**src/rtl/rpt_pkg.sv**
```systemverilog
package rpt_pkg;

  typedef enum logic [1:0] {
    MODE_SINGLE = 2'd0,
    MODE_DOUBLE = 2'd1,
    MODE_LINKED = 2'd2,
    MODE_RSVD   = 2'd3
  } rpt_mode_e;

  typedef enum logic [1:0] {
    END_COUNT   = 2'd0,
    END_COND    = 2'd1,
    END_ZLINK   = 2'd2,
    END_ILLEGAL = 2'd3
  } rpt_end_e;

  typedef enum logic {
    ST_IDLE = 1'b0,
    ST_RUN  = 1'b1
  } rpt_state_e;

endpackage

```
**src/rtl/rpt_rst_sync.sv**
```systemverilog
// Asserts asynchronously, releases on the clock after STAGES edges.
module rpt_rst_sync #(
  parameter int STAGES = 2
) (
  input  logic clk,
  input  logic rst_n_in,
  output logic rst_n_out
);

  logic [STAGES-1:0] sync_q;

  always_ff @(posedge clk or negedge rst_n_in) begin
    if (!rst_n_in) begin
      sync_q <= '0;
    end else begin
      sync_q <= {sync_q[STAGES-2:0], 1'b1};
    end
  end

  assign rst_n_out = sync_q[STAGES-1];

endmodule

```
**src/rtl/rpt_cmd_decode.sv**
```systemverilog
// Picks count and mask source, expands the trip count, normalises the
// mode and flags an illegal double start.
module rpt_cmd_decode
  import rpt_pkg::*;
#(
  parameter int AW = 18,
  parameter int CW = 8,
  parameter int MW = 7
) (
  input  logic          use_inst,
  input  logic [CW-1:0] inst_count,
  input  logic [MW-1:0] inst_mask,
  input  logic [AW-1:0] xreg,
  input  logic [1:0]    mode_raw,
  input  logic          rpt_addr_lsb,
  output logic [CW:0]   trip,
  output logic [MW-1:0] mask,
  output rpt_mode_e     mode_n,
  output logic          illegal
);

  logic [CW-1:0] cnt_sel;

  always_comb begin
    cnt_sel = use_inst ? inst_count : xreg[AW-1 -: CW];
    mask    = use_inst ? inst_mask  : xreg[MW-1:0];
    if (cnt_sel == '0) begin
      trip = {1'b1, {CW{1'b0}}};
    end else begin
      trip = {1'b0, cnt_sel};
    end
    case (mode_raw)
      2'd1:    mode_n = MODE_DOUBLE;
      2'd2:    mode_n = MODE_LINKED;
      default: mode_n = MODE_SINGLE;
    endcase
    illegal = (mode_n == MODE_DOUBLE) && !rpt_addr_lsb;
  end

endmodule

```
**src/rtl/rpt_term_eval.sv**
```systemverilog
// Stop decision after one execution, with cause priority.
module rpt_term_eval
  import rpt_pkg::*;
#(
  parameter int AW = 18,
  parameter int MW = 7
) (
  input  logic [MW-1:0] ind,
  input  logic [MW-1:0] mask,
  input  logic          linked,
  input  logic [AW-1:0] link,
  input  logic          last,
  output logic          stop,
  output rpt_end_e      reason
);

  logic cond_hit;
  logic zlink_hit;

  always_comb begin
    cond_hit  = |(ind & mask);
    zlink_hit = linked && (link == '0);
    stop      = cond_hit || zlink_hit || last;
    if (cond_hit) begin
      reason = END_COND;
    end else if (zlink_hit) begin
      reason = END_ZLINK;
    end else begin
      reason = END_COUNT;
    end
  end

endmodule

```
**src/rtl/rpt_addr_slot.sv**
```systemverilog
// One effective-address register: load, add delta or take a link.
module rpt_addr_slot #(
  parameter int AW = 18,
  parameter int DW = 6
) (
  input  logic          clk,
  input  logic          rst_n,
  input  logic          load,
  input  logic [AW-1:0] load_ea,
  input  logic          step,
  input  logic          take_link,
  input  logic [DW-1:0] delta,
  input  logic [AW-1:0] link,
  output logic [AW-1:0] ea
);

  logic [AW-1:0] ea_q;
  logic [AW-1:0] ea_d;
  logic          ea_en;

  always_comb begin
    ea_en = load || step;
    ea_d  = ea_q;
    if (load) begin
      ea_d = load_ea;
    end else if (step) begin
      if (take_link) begin
        ea_d = link;
      end else begin
        ea_d = ea_q + {{(AW-DW){1'b0}}, delta};
      end
    end
  end

  always_ff @(posedge clk or negedge rst_n) begin
    if (!rst_n) begin
      ea_q <= '0;
    end else if (ea_en) begin
      ea_q <= ea_d;
    end
  end

  assign ea = ea_q;

endmodule

```
**src/rtl/rpt_iter_ctrl.sv**
```systemverilog
module rpt_iter_ctrl
  import rpt_pkg::*;
#(
  parameter int AW = 18,
  parameter int CW = 8,
  parameter int DW = 6,
  parameter int MW = 7
) (
  input  logic          clk,
  input  logic          rst_n,
  input  logic          cmd_valid,
  output logic          cmd_ready,
  input  logic [1:0]    cmd_mode,
  input  logic          cmd_use_inst,
  input  logic [CW-1:0] cmd_count,
  input  logic [MW-1:0] cmd_mask,
  input  logic [AW-1:0] cmd_xreg,
  input  logic [DW-1:0] cmd_delta,
  input  logic          cmd_inc_a,
  input  logic          cmd_inc_b,
  input  logic [AW-1:0] cmd_rpt_addr,
  input  logic [AW-1:0] cmd_ea_a,
  input  logic [AW-1:0] cmd_ea_b,
  output logic          iss_valid,
  output logic          iss_slot,
  output logic [AW-1:0] iss_ea,
  input  logic          exec_done,
  input  logic [MW-1:0] exec_ind,
  input  logic [AW-1:0] exec_link,
  output logic          done,
  output logic [1:0]    done_reason
);

  localparam int TW    = CW + 1;
  localparam int NSLOT = 2;

  // ---------------- reset ----------------
  logic rst_n_s;

  rpt_rst_sync #(.STAGES(2)) u_rst (
    .clk       (clk),
    .rst_n_in  (rst_n),
    .rst_n_out (rst_n_s)
  );

  // ---------------- command decode ----------------
  logic [TW-1:0] dec_trip;
  logic [MW-1:0] dec_mask;
  rpt_mode_e     dec_mode;
  logic          dec_illegal;

  rpt_cmd_decode #(.AW(AW), .CW(CW), .MW(MW)) u_dec (
    .use_inst     (cmd_use_inst),
    .inst_count   (cmd_count),
    .inst_mask    (cmd_mask),
    .xreg         (cmd_xreg),
    .mode_raw     (cmd_mode),
    .rpt_addr_lsb (cmd_rpt_addr[0]),
    .trip         (dec_trip),
    .mask         (dec_mask),
    .mode_n       (dec_mode),
    .illegal      (dec_illegal)
  );

  // ---------------- state ----------------
  rpt_state_e    state_q, state_d;
  rpt_mode_e     mode_q;
  logic [MW-1:0] mask_q;
  logic [TW-1:0] rem_q, rem_d;
  logic          slot_q, slot_d;
  logic          inc_a_q, inc_b_q;
  logic [DW-1:0] delta_q;
  logic          done_q, done_d;
  rpt_end_e      reason_q, reason_d;

  logic          accept;
  logic          fire;
  logic          pair_end;
  logic          last;
  logic          advance;
  logic          rem_en;
  logic          slot_en;
  logic          stop;
  rpt_end_e      term_reason;

  assign cmd_ready = (state_q == ST_IDLE) && rst_n_s;
  assign accept    = cmd_valid && cmd_ready;
  assign fire      = (state_q == ST_RUN) && exec_done;
  assign pair_end  = (mode_q != MODE_DOUBLE) || slot_q;
  assign last      = (rem_q == {{(TW-1){1'b0}}, 1'b1}) && pair_end;
  assign advance   = fire && !stop;

  rpt_term_eval #(.AW(AW), .MW(MW)) u_term (
    .ind    (exec_ind),
    .mask   (mask_q),
    .linked (mode_q == MODE_LINKED),
    .link   (exec_link),
    .last   (last),
    .stop   (stop),
    .reason (term_reason)
  );

  // ---------------- address slots ----------------
  logic [NSLOT-1:0] slot_step;
  logic [AW-1:0]    slot_init [NSLOT];
  logic [AW-1:0]    slot_ea   [NSLOT];

  always_comb begin
    slot_init[0] = cmd_ea_a;
    slot_init[1] = cmd_ea_b;
    slot_step[0] = advance && !slot_q &&
                   ((mode_q != MODE_DOUBLE) || inc_a_q);
    slot_step[1] = advance && slot_q && inc_b_q;
  end

  for (genvar g = 0; g < NSLOT; g++) begin : g_slot
    rpt_addr_slot #(.AW(AW), .DW(DW)) u_slot (
      .clk       (clk),
      .rst_n     (rst_n_s),
      .load      (accept),
      .load_ea   (slot_init[g]),
      .step      (slot_step[g]),
      .take_link (mode_q == MODE_LINKED),
      .delta     (delta_q),
      .link      (exec_link),
      .ea        (slot_ea[g])
    );
  end

  // ---------------- next state ----------------
  always_comb begin
    state_d  = state_q;
    rem_d    = rem_q;
    slot_d   = slot_q;
    done_d   = 1'b0;
    reason_d = reason_q;
    rem_en   = 1'b0;
    slot_en  = 1'b0;

    case (state_q)
      ST_IDLE: begin
        if (accept) begin
          rem_d   = dec_trip;
          rem_en  = 1'b1;
          slot_d  = 1'b0;
          slot_en = 1'b1;
          if (dec_illegal) begin
            done_d   = 1'b1;
            reason_d = END_ILLEGAL;
          end else begin
            state_d = ST_RUN;
          end
        end
      end
      ST_RUN: begin
        if (fire) begin
          if (stop) begin
            state_d  = ST_IDLE;
            done_d   = 1'b1;
            reason_d = term_reason;
          end else begin
            if (pair_end) begin
              rem_d  = rem_q - {{(TW-1){1'b0}}, 1'b1};
              rem_en = 1'b1;
            end
            if (mode_q == MODE_DOUBLE) begin
              slot_d  = !slot_q;
              slot_en = 1'b1;
            end
          end
        end
      end
      default: state_d = ST_IDLE;
    endcase
  end

  // ---------------- registers ----------------
  always_ff @(posedge clk or negedge rst_n_s) begin
    if (!rst_n_s) begin
      state_q  <= ST_IDLE;
      done_q   <= 1'b0;
      reason_q <= END_COUNT;
    end else begin
      state_q  <= state_d;
      done_q   <= done_d;
      reason_q <= reason_d;
    end
  end

  always_ff @(posedge clk or negedge rst_n_s) begin
    if (!rst_n_s) begin
      mode_q  <= MODE_SINGLE;
      mask_q  <= '0;
      inc_a_q <= 1'b0;
      inc_b_q <= 1'b0;
      delta_q <= '0;
    end else if (accept) begin
      mode_q  <= dec_mode;
      mask_q  <= dec_mask;
      inc_a_q <= cmd_inc_a;
      inc_b_q <= cmd_inc_b;
      delta_q <= cmd_delta;
    end
  end

  always_ff @(posedge clk or negedge rst_n_s) begin
    if (!rst_n_s) begin
      rem_q <= '0;
    end else if (rem_en) begin
      rem_q <= rem_d;
    end
  end

  always_ff @(posedge clk or negedge rst_n_s) begin
    if (!rst_n_s) begin
      slot_q <= 1'b0;
    end else if (slot_en) begin
      slot_q <= slot_d;
    end
  end

  // ---------------- outputs ----------------
  assign iss_valid   = (state_q == ST_RUN);
  assign iss_slot    = slot_q;
  assign iss_ea      = slot_q ? slot_ea[1] : slot_ea[0];
  assign done        = done_q;
  assign done_reason = reason_q;

endmodule

```
**config.mk**
```make
export PLATFORM = sky130hd
export DESIGN_NAME = rpt_iter_ctrl
export DESIGN_NICKNAME = d
export VERILOG_FILES = /design/src/rtl/rpt_pkg.sv /design/src/rtl/rpt_rst_sync.sv /design/src/rtl/rpt_cmd_decode.sv /design/src/rtl/rpt_term_eval.sv /design/src/rtl/rpt_addr_slot.sv /design/src/rtl/rpt_iter_ctrl.sv
export SDC_FILE = /design/constraint.sdc
export NUM_CORES = 1
export LEC_CHECK = 0
export ABC_AREA = 1
export ABC_CLOCK_PERIOD_IN_PS = 7700
export BUFFER_PORTS_ARGS = -buffer_cell sky130_fd_sc_hd__buf_4
export CORE_ASPECT_RATIO = 1.25
export CORE_MARGIN = 2
export CORE_UTILIZATION = 55
export CTS_CLUSTER_DIAMETER = 150
export DETAILED_ROUTE_END_ITERATION = 8
export GPL_TIMING_DRIVEN = 0
export MAX_ROUTING_LAYER = met4
export PLACE_DENSITY = 0.83
export SETUP_SLACK_MARGIN = 0.4
export SYNTH_ARGS = -nofsm -noshare
export SYNTH_HDL_FRONTEND = slang
export SYNTH_SLANG_ARGS = --single-unit
```
**constraint.sdc**
```tcl
create_clock -name clk -period 7.7 [get_ports clk]
set_input_delay 1.54 -clock clk [delete_from_list [all_inputs] [get_ports clk]]
set_output_delay 1.54 -clock clk [all_outputs]
set_load 0.005 [all_outputs]
```
# Word-level counts from Yosys, hierarchy flattened
# Cells that the tools add are included.
word_totals:
  register_bits: 69
  wordCells: 109
  mem_bits_ro: 0
  ram_bits: 0
  memories: 0
  latchBits: 0
  out_inout_bits: 24
op_classes:
  add_sub_neg: 3
  eq_ne: 14
  div: 0
  n_lt_le_gt_ge: 0
  muxes: 47
  bitwise: 2
  n_mul: 0
  reduce_logical: 30
  shift: 0
op_table:
  columns: ["op", "n"]
  rows:
  - ["$mux W18", 7]
  - ["$mux W9", 5]
  - ["$add A18 B6 Y18", 2]
  - ["$mux W1", 19]
  - ["$logic_not A18 Y1", 1]
  - ["$pmux W9 S2", 1]
  - ["$mux W2", 6]
  - ["$ne A2 B1 Y1 const B", 6]
  - ["$logic_and A1 B1 Y1", 11]
  - ["$pmux W1 S2", 5]
  - ["$reduce_and A5 Y1", 2]
  - ["$eq A9 B1 Y1 const B", 1]
  - ["$sub A9 B1 Y9 const B", 1]
  - ["$logic_not A8 Y1", 1]
  - ["$mux W8", 1]
  - ["$pmux W2 S2", 2]
  - ["$and A7 B7 Y7", 1]
  - ["$mux W7", 1]
  - ["$reduce_or A7 Y1", 1]
  - ["$eq A2 B1 Y1 const B", 3]
  - ["$logic_or A1 B1 Y1", 6]
  - ["$eq A2 B2 Y1 const B", 2]
  - ["$ne A2 B2 Y1 const B", 2]
  - ["$reduce_and A2 Y1", 2]
  - ["4 further kinds", 7]

# Longest topological paths before layout
logic_depth:
  word_depth: 10
  ltp_mapped: 14
  ltp_nobuf: 13

# Cells and area by module
# A second synthesis with hierarchy kept.
hier_totals:
  cells_unflattened: 848
  area_unflattened_um2: 5375.2
modules_own_cells:
  columns: ["module", "cells_each", "area_each_um2", "n_inst"]
  rows:
  - ["rpt_addr_slot", 240, 1555.2, 2]
  - ["rpt_iter_ctrl", 270, 1770.4, 1]
  - ["rpt_cmd_decode", 61, 291.5, 1]
  - ["rpt_term_eval", 34, 148.9, 1]
  - ["rpt_rst_sync", 3, 53.8, 1]

# Worst setup path before layout
# Ideal clock, no wire load.
synth_timing:
  path_kind: "reg2out"
  startpoint: "reg u_rst.sync_q[1]"
  endpoint: "out cmd_ready"
  t_required_ps: 6160
  n_path_buf: 0
  path_slack_ps: 4118
  path_stages_with_launch: 3
  arrival_time_ps: 2042
  path_cell_list: "dfrtp_1 -> inv_1 -> nor2_1"
synth_between:
  elab_chain_cells: 1
synth_rtl:
  columns: ["item", "line", "text"]
  rows:
  - ["start, declared", "rpt_rst_sync.sv:10", "logic [STAGES-1:0] sync_q;"]
  - ["start signal, assigned", "rpt_rst_sync.sv:16", "sync_q <= {sync_q[STAGES-2:0], 1'b1};"]
  - ["$logic_and A1 B1 Y1", "rpt_iter_ctrl.sv:86", "assign cmd_ready = (state_q == ST_IDLE) && rst_n_s;"]
  - ["end, declared", "rpt_iter_ctrl.sv:12", "output logic cmd_ready,"]
# No other way between the ends.

# Worst setup path after layout
layout_timing:
  startpoint: "reg slot_q, in the netlist iss_slot"
  endpoint: "out iss_ea[5]"
layout_between:
  elab_chain_cells: 1
layout_rtl:
  columns: ["item", "line", "text"]
  rows:
  - ["start, declared", "rpt_iter_ctrl.sv:70", "logic slot_q, slot_d;"]
  - ["start signal, assigned", "rpt_iter_ctrl.sv:218", "slot_q <= slot_d;"]
  - ["$mux W18", "rpt_iter_ctrl.sv:225", "assign iss_ea = slot_q ? slot_ea[1] : slot_ea[0];"]
  - ["end, declared", "rpt_iter_ctrl.sv:26", "output logic [AW-1:0] iss_ea,"]
# No other way between the ends.

==> reports/results.txt <==
leakage = 3.80 nW
syn nets = 1015
DR vias = 6174
setup violators final = 0
Iter 0 DRT Violations = 453
worst-skew pair later-pin latency = 0.34 ns
GR Overflow Total = 0
Post-synth top cells = nand2_1 (345), inv_1 (87), nand3_1 (87)
clock-pin slew on the worst setup and hold paths = 0.06 ns
initial antenna violation count = 0
Yosys warnings = 0
row count = 40
hold buffer count at CTS = 0
CTS Buffer Depth = 2
drt drc = 0
outcome = completed
RSZ-0062 raised after global routing = no
Yosys reg bits = 69
Rel. slew slack = 0.546
Top delay family on crit path = buffers and inverters
worst path required time = 6.16 ns
Peak VDD IR = 0.000207 V
clk root buf = clkbuf_16
syn avg cell area = 6.27 um2
I/O pins = 151
Setup Crit Path Kind = flop to primary output
Seq/Total Area, Yosys = 0.316
Resize count post-CTS = 0
CTS tree = built
largest cells by area after synthesis = dfrtp_1 (32%), nand2_1 (24%), nand3_1 (8.0%)
die width = 93.2 um
synthesized area = 0.00547 mm2
DR vias/cell = 5.40
synthesized instance count = 872
ys async rst share = 1.00
post-synth cell types = 39
Post-synth EDFFs = 0
pin count of the biggest net entering global routing = 38
slowest CP cell = clkbuf_1
Worst Path Arrival = 1.92 ns
initial core utilization = 0.566
dominant synthesized flop cell = dfrtp_1
ANT cells = 0
area delta synth->final = 27.0%
Final Skew = 0.00513 ns
Worst-Margin Slew = 0.681 ns
TNS Setup = 0 ns
routability cong. = 0.980
CORE AREA = 0.00966 mm2
crit path buf inv count = 3
Net count, final = 1156
Detail Route Antenna Nets = 0
post-DP HPWL = 13200 um
worst stage delay on the critical path = 0.56 ns
worst-path fanout max = 10
drt first pass iters = 5
MaxCap Viol Count = 0
hold slack = 0.302 ns
top-count cell post-synth = nand2_1
critical path launch point type = flop
Max Transition Viols Final = 0
Max Clk Rate = 289 MHz
power density cells = 370 mW/mm2
H-tree depth = 3
layout cells sized above 1 = 0.210
area share of the largest cell type after synthesis = 0.316
min Tclk post-route = 3.46 ns
CTS buffer count = 9
total setup buffers inserted after CTS = 0
Setup crit end kind = primary output
Hold Crit Class = flop to asynchronous set/reset pin
final-report hold violation count = 0
area of the die = 0.0108 mm2
crit-path cells = buf_2 -> clkbuf_1 -> nand2_1 -> o21ai_0 -> buf_4
GRT Total Usage = 0.342
Synth area leader = dfrtp_1
first-pass GRT wire length = 28000 um
Die Height = 116 um
routed length per instance = 15.1 um
WL final = 17200 um
part of the cycle the worst path needs = 0.449
Clock Sinks = 69
vias in the first global route = 5946
PortBufs = 129
[area by class of cell]
type	instances	area (um2)
plain buffers	31	164
clock buffers	10	239
fillers	868	2710
well taps	126	158
repair buffers	130	988
multi-input cells	680	3230
flip-flops and latches	69	1730
inverters	92	348
clock inverters	6	86.3
[placed cells by master (no fill, tap or decap), types with 3 or more instances in the layout]
cell type  synthesis  final
ha_1              14     14
o21ai_1           12     12
inv_2              4      4
nand3b_1           5      5
buf_1              4      4
nand2_4            3      3
buf_2             11     11
o21ai_0           46     46
nand2_2            4      4
o21a_1             3      3
or2_2             25     25
buf_6              4      4
o21ai_2            6      6
nand4_1            4      4
a21oi_1           25     25
nand2_1          345    345
inv_1             87     87
clkbuf_1          11     11
nor3_1            10     10
nand3_1           87     87
o31ai_1            8      8
buf_4              1    130
clkbuf_16          0      9
nor2_1            61     61
dfrtp_1           69     68
[state kept, by name (all words and copies together) (netlist names)]
name              count
inc_b_q               1
u_rst.sync_q          2
done_reason           2
delta_q               6
iss_slot              1
g_slot.u_slot.ea     36
rem_q                 9
iss_valid             1
inc_a_q               1
mode_q                2
mask_q                7
done                  1
[cells by family after synthesis]
kind of cell               count (synthesis)  share of synthesized area
xor gates and xnor gates                   2                    0.00320
buffers and inverters                    123                     0.0935
AOI/OAI and AO/OA                        107                      0.112
and+or+nand+nor                          552                      0.432
DFF                                       69                      0.316
adders and majority gates                 16                     0.0393
other                                      1                   0.000685
muxes                                      2                    0.00366
[metrics by stage]
| stage | power, mW | setup slack [ns] | instances | cell area, um2 | utilization |
|---|---|---|---|---|---|
| finish | 2.57 | 4.24 | 1144 | 6950 | 0.719 |
| global route | 2.79 | 4.18 | 1144 | 6950 | 0.719 |
| CTS | 2.55 | 4.31 | 1144 | 6950 | 0.719 |
| detailed placement | 2.09 | 4.54 | 1128 | 6620 | 0.685 |
| global placement | 2.06 | 3.23 | 1127 | 6600 | 0.683 |
| floorplan | 1.63 | 4.12 | 872 | 5470 | - |
[layer usage]
metal / GRT usage / vias to the layer above / wire [um]
met5: - / - / 0
met4: 0.143 / 0 / 669
met3: 0.0462 / 58 / 1130
met2: 0.569 / 286 / 8460
met1: 0.421 / 2787 / 6970
li1: - / 3043 / -
[power by group]
group	internal, mW	leakage [nW]	switching, mW
registers	0.528	0.864	0.178
clock network	0.292	0.158	0.169
logic	0.563	2.77	0.843
[path summary, 6_finish.rpt]
kind,startpoint,end,slack (ns),cells after the start
worst max-delay path,iss_slot,iss_ea[5],4.24,5
worst min-delay path,u_rst.sync_q[1],g_slot[0].u_slot.ea[12],0.30,0
worst max register to register,u_rst.sync_q[1],mask_q[5],5.05,9
worst min register to register,u_rst.sync_q[1],g_slot[0].u_slot.ea[12],0.30,0
max in group asynchronous,rst_n,u_rst.sync_q[1],6.63,1
min in group clk,u_rst.sync_q[0],u_rst.sync_q[1],0.36,0
Power figures use the tool's default switching activity.
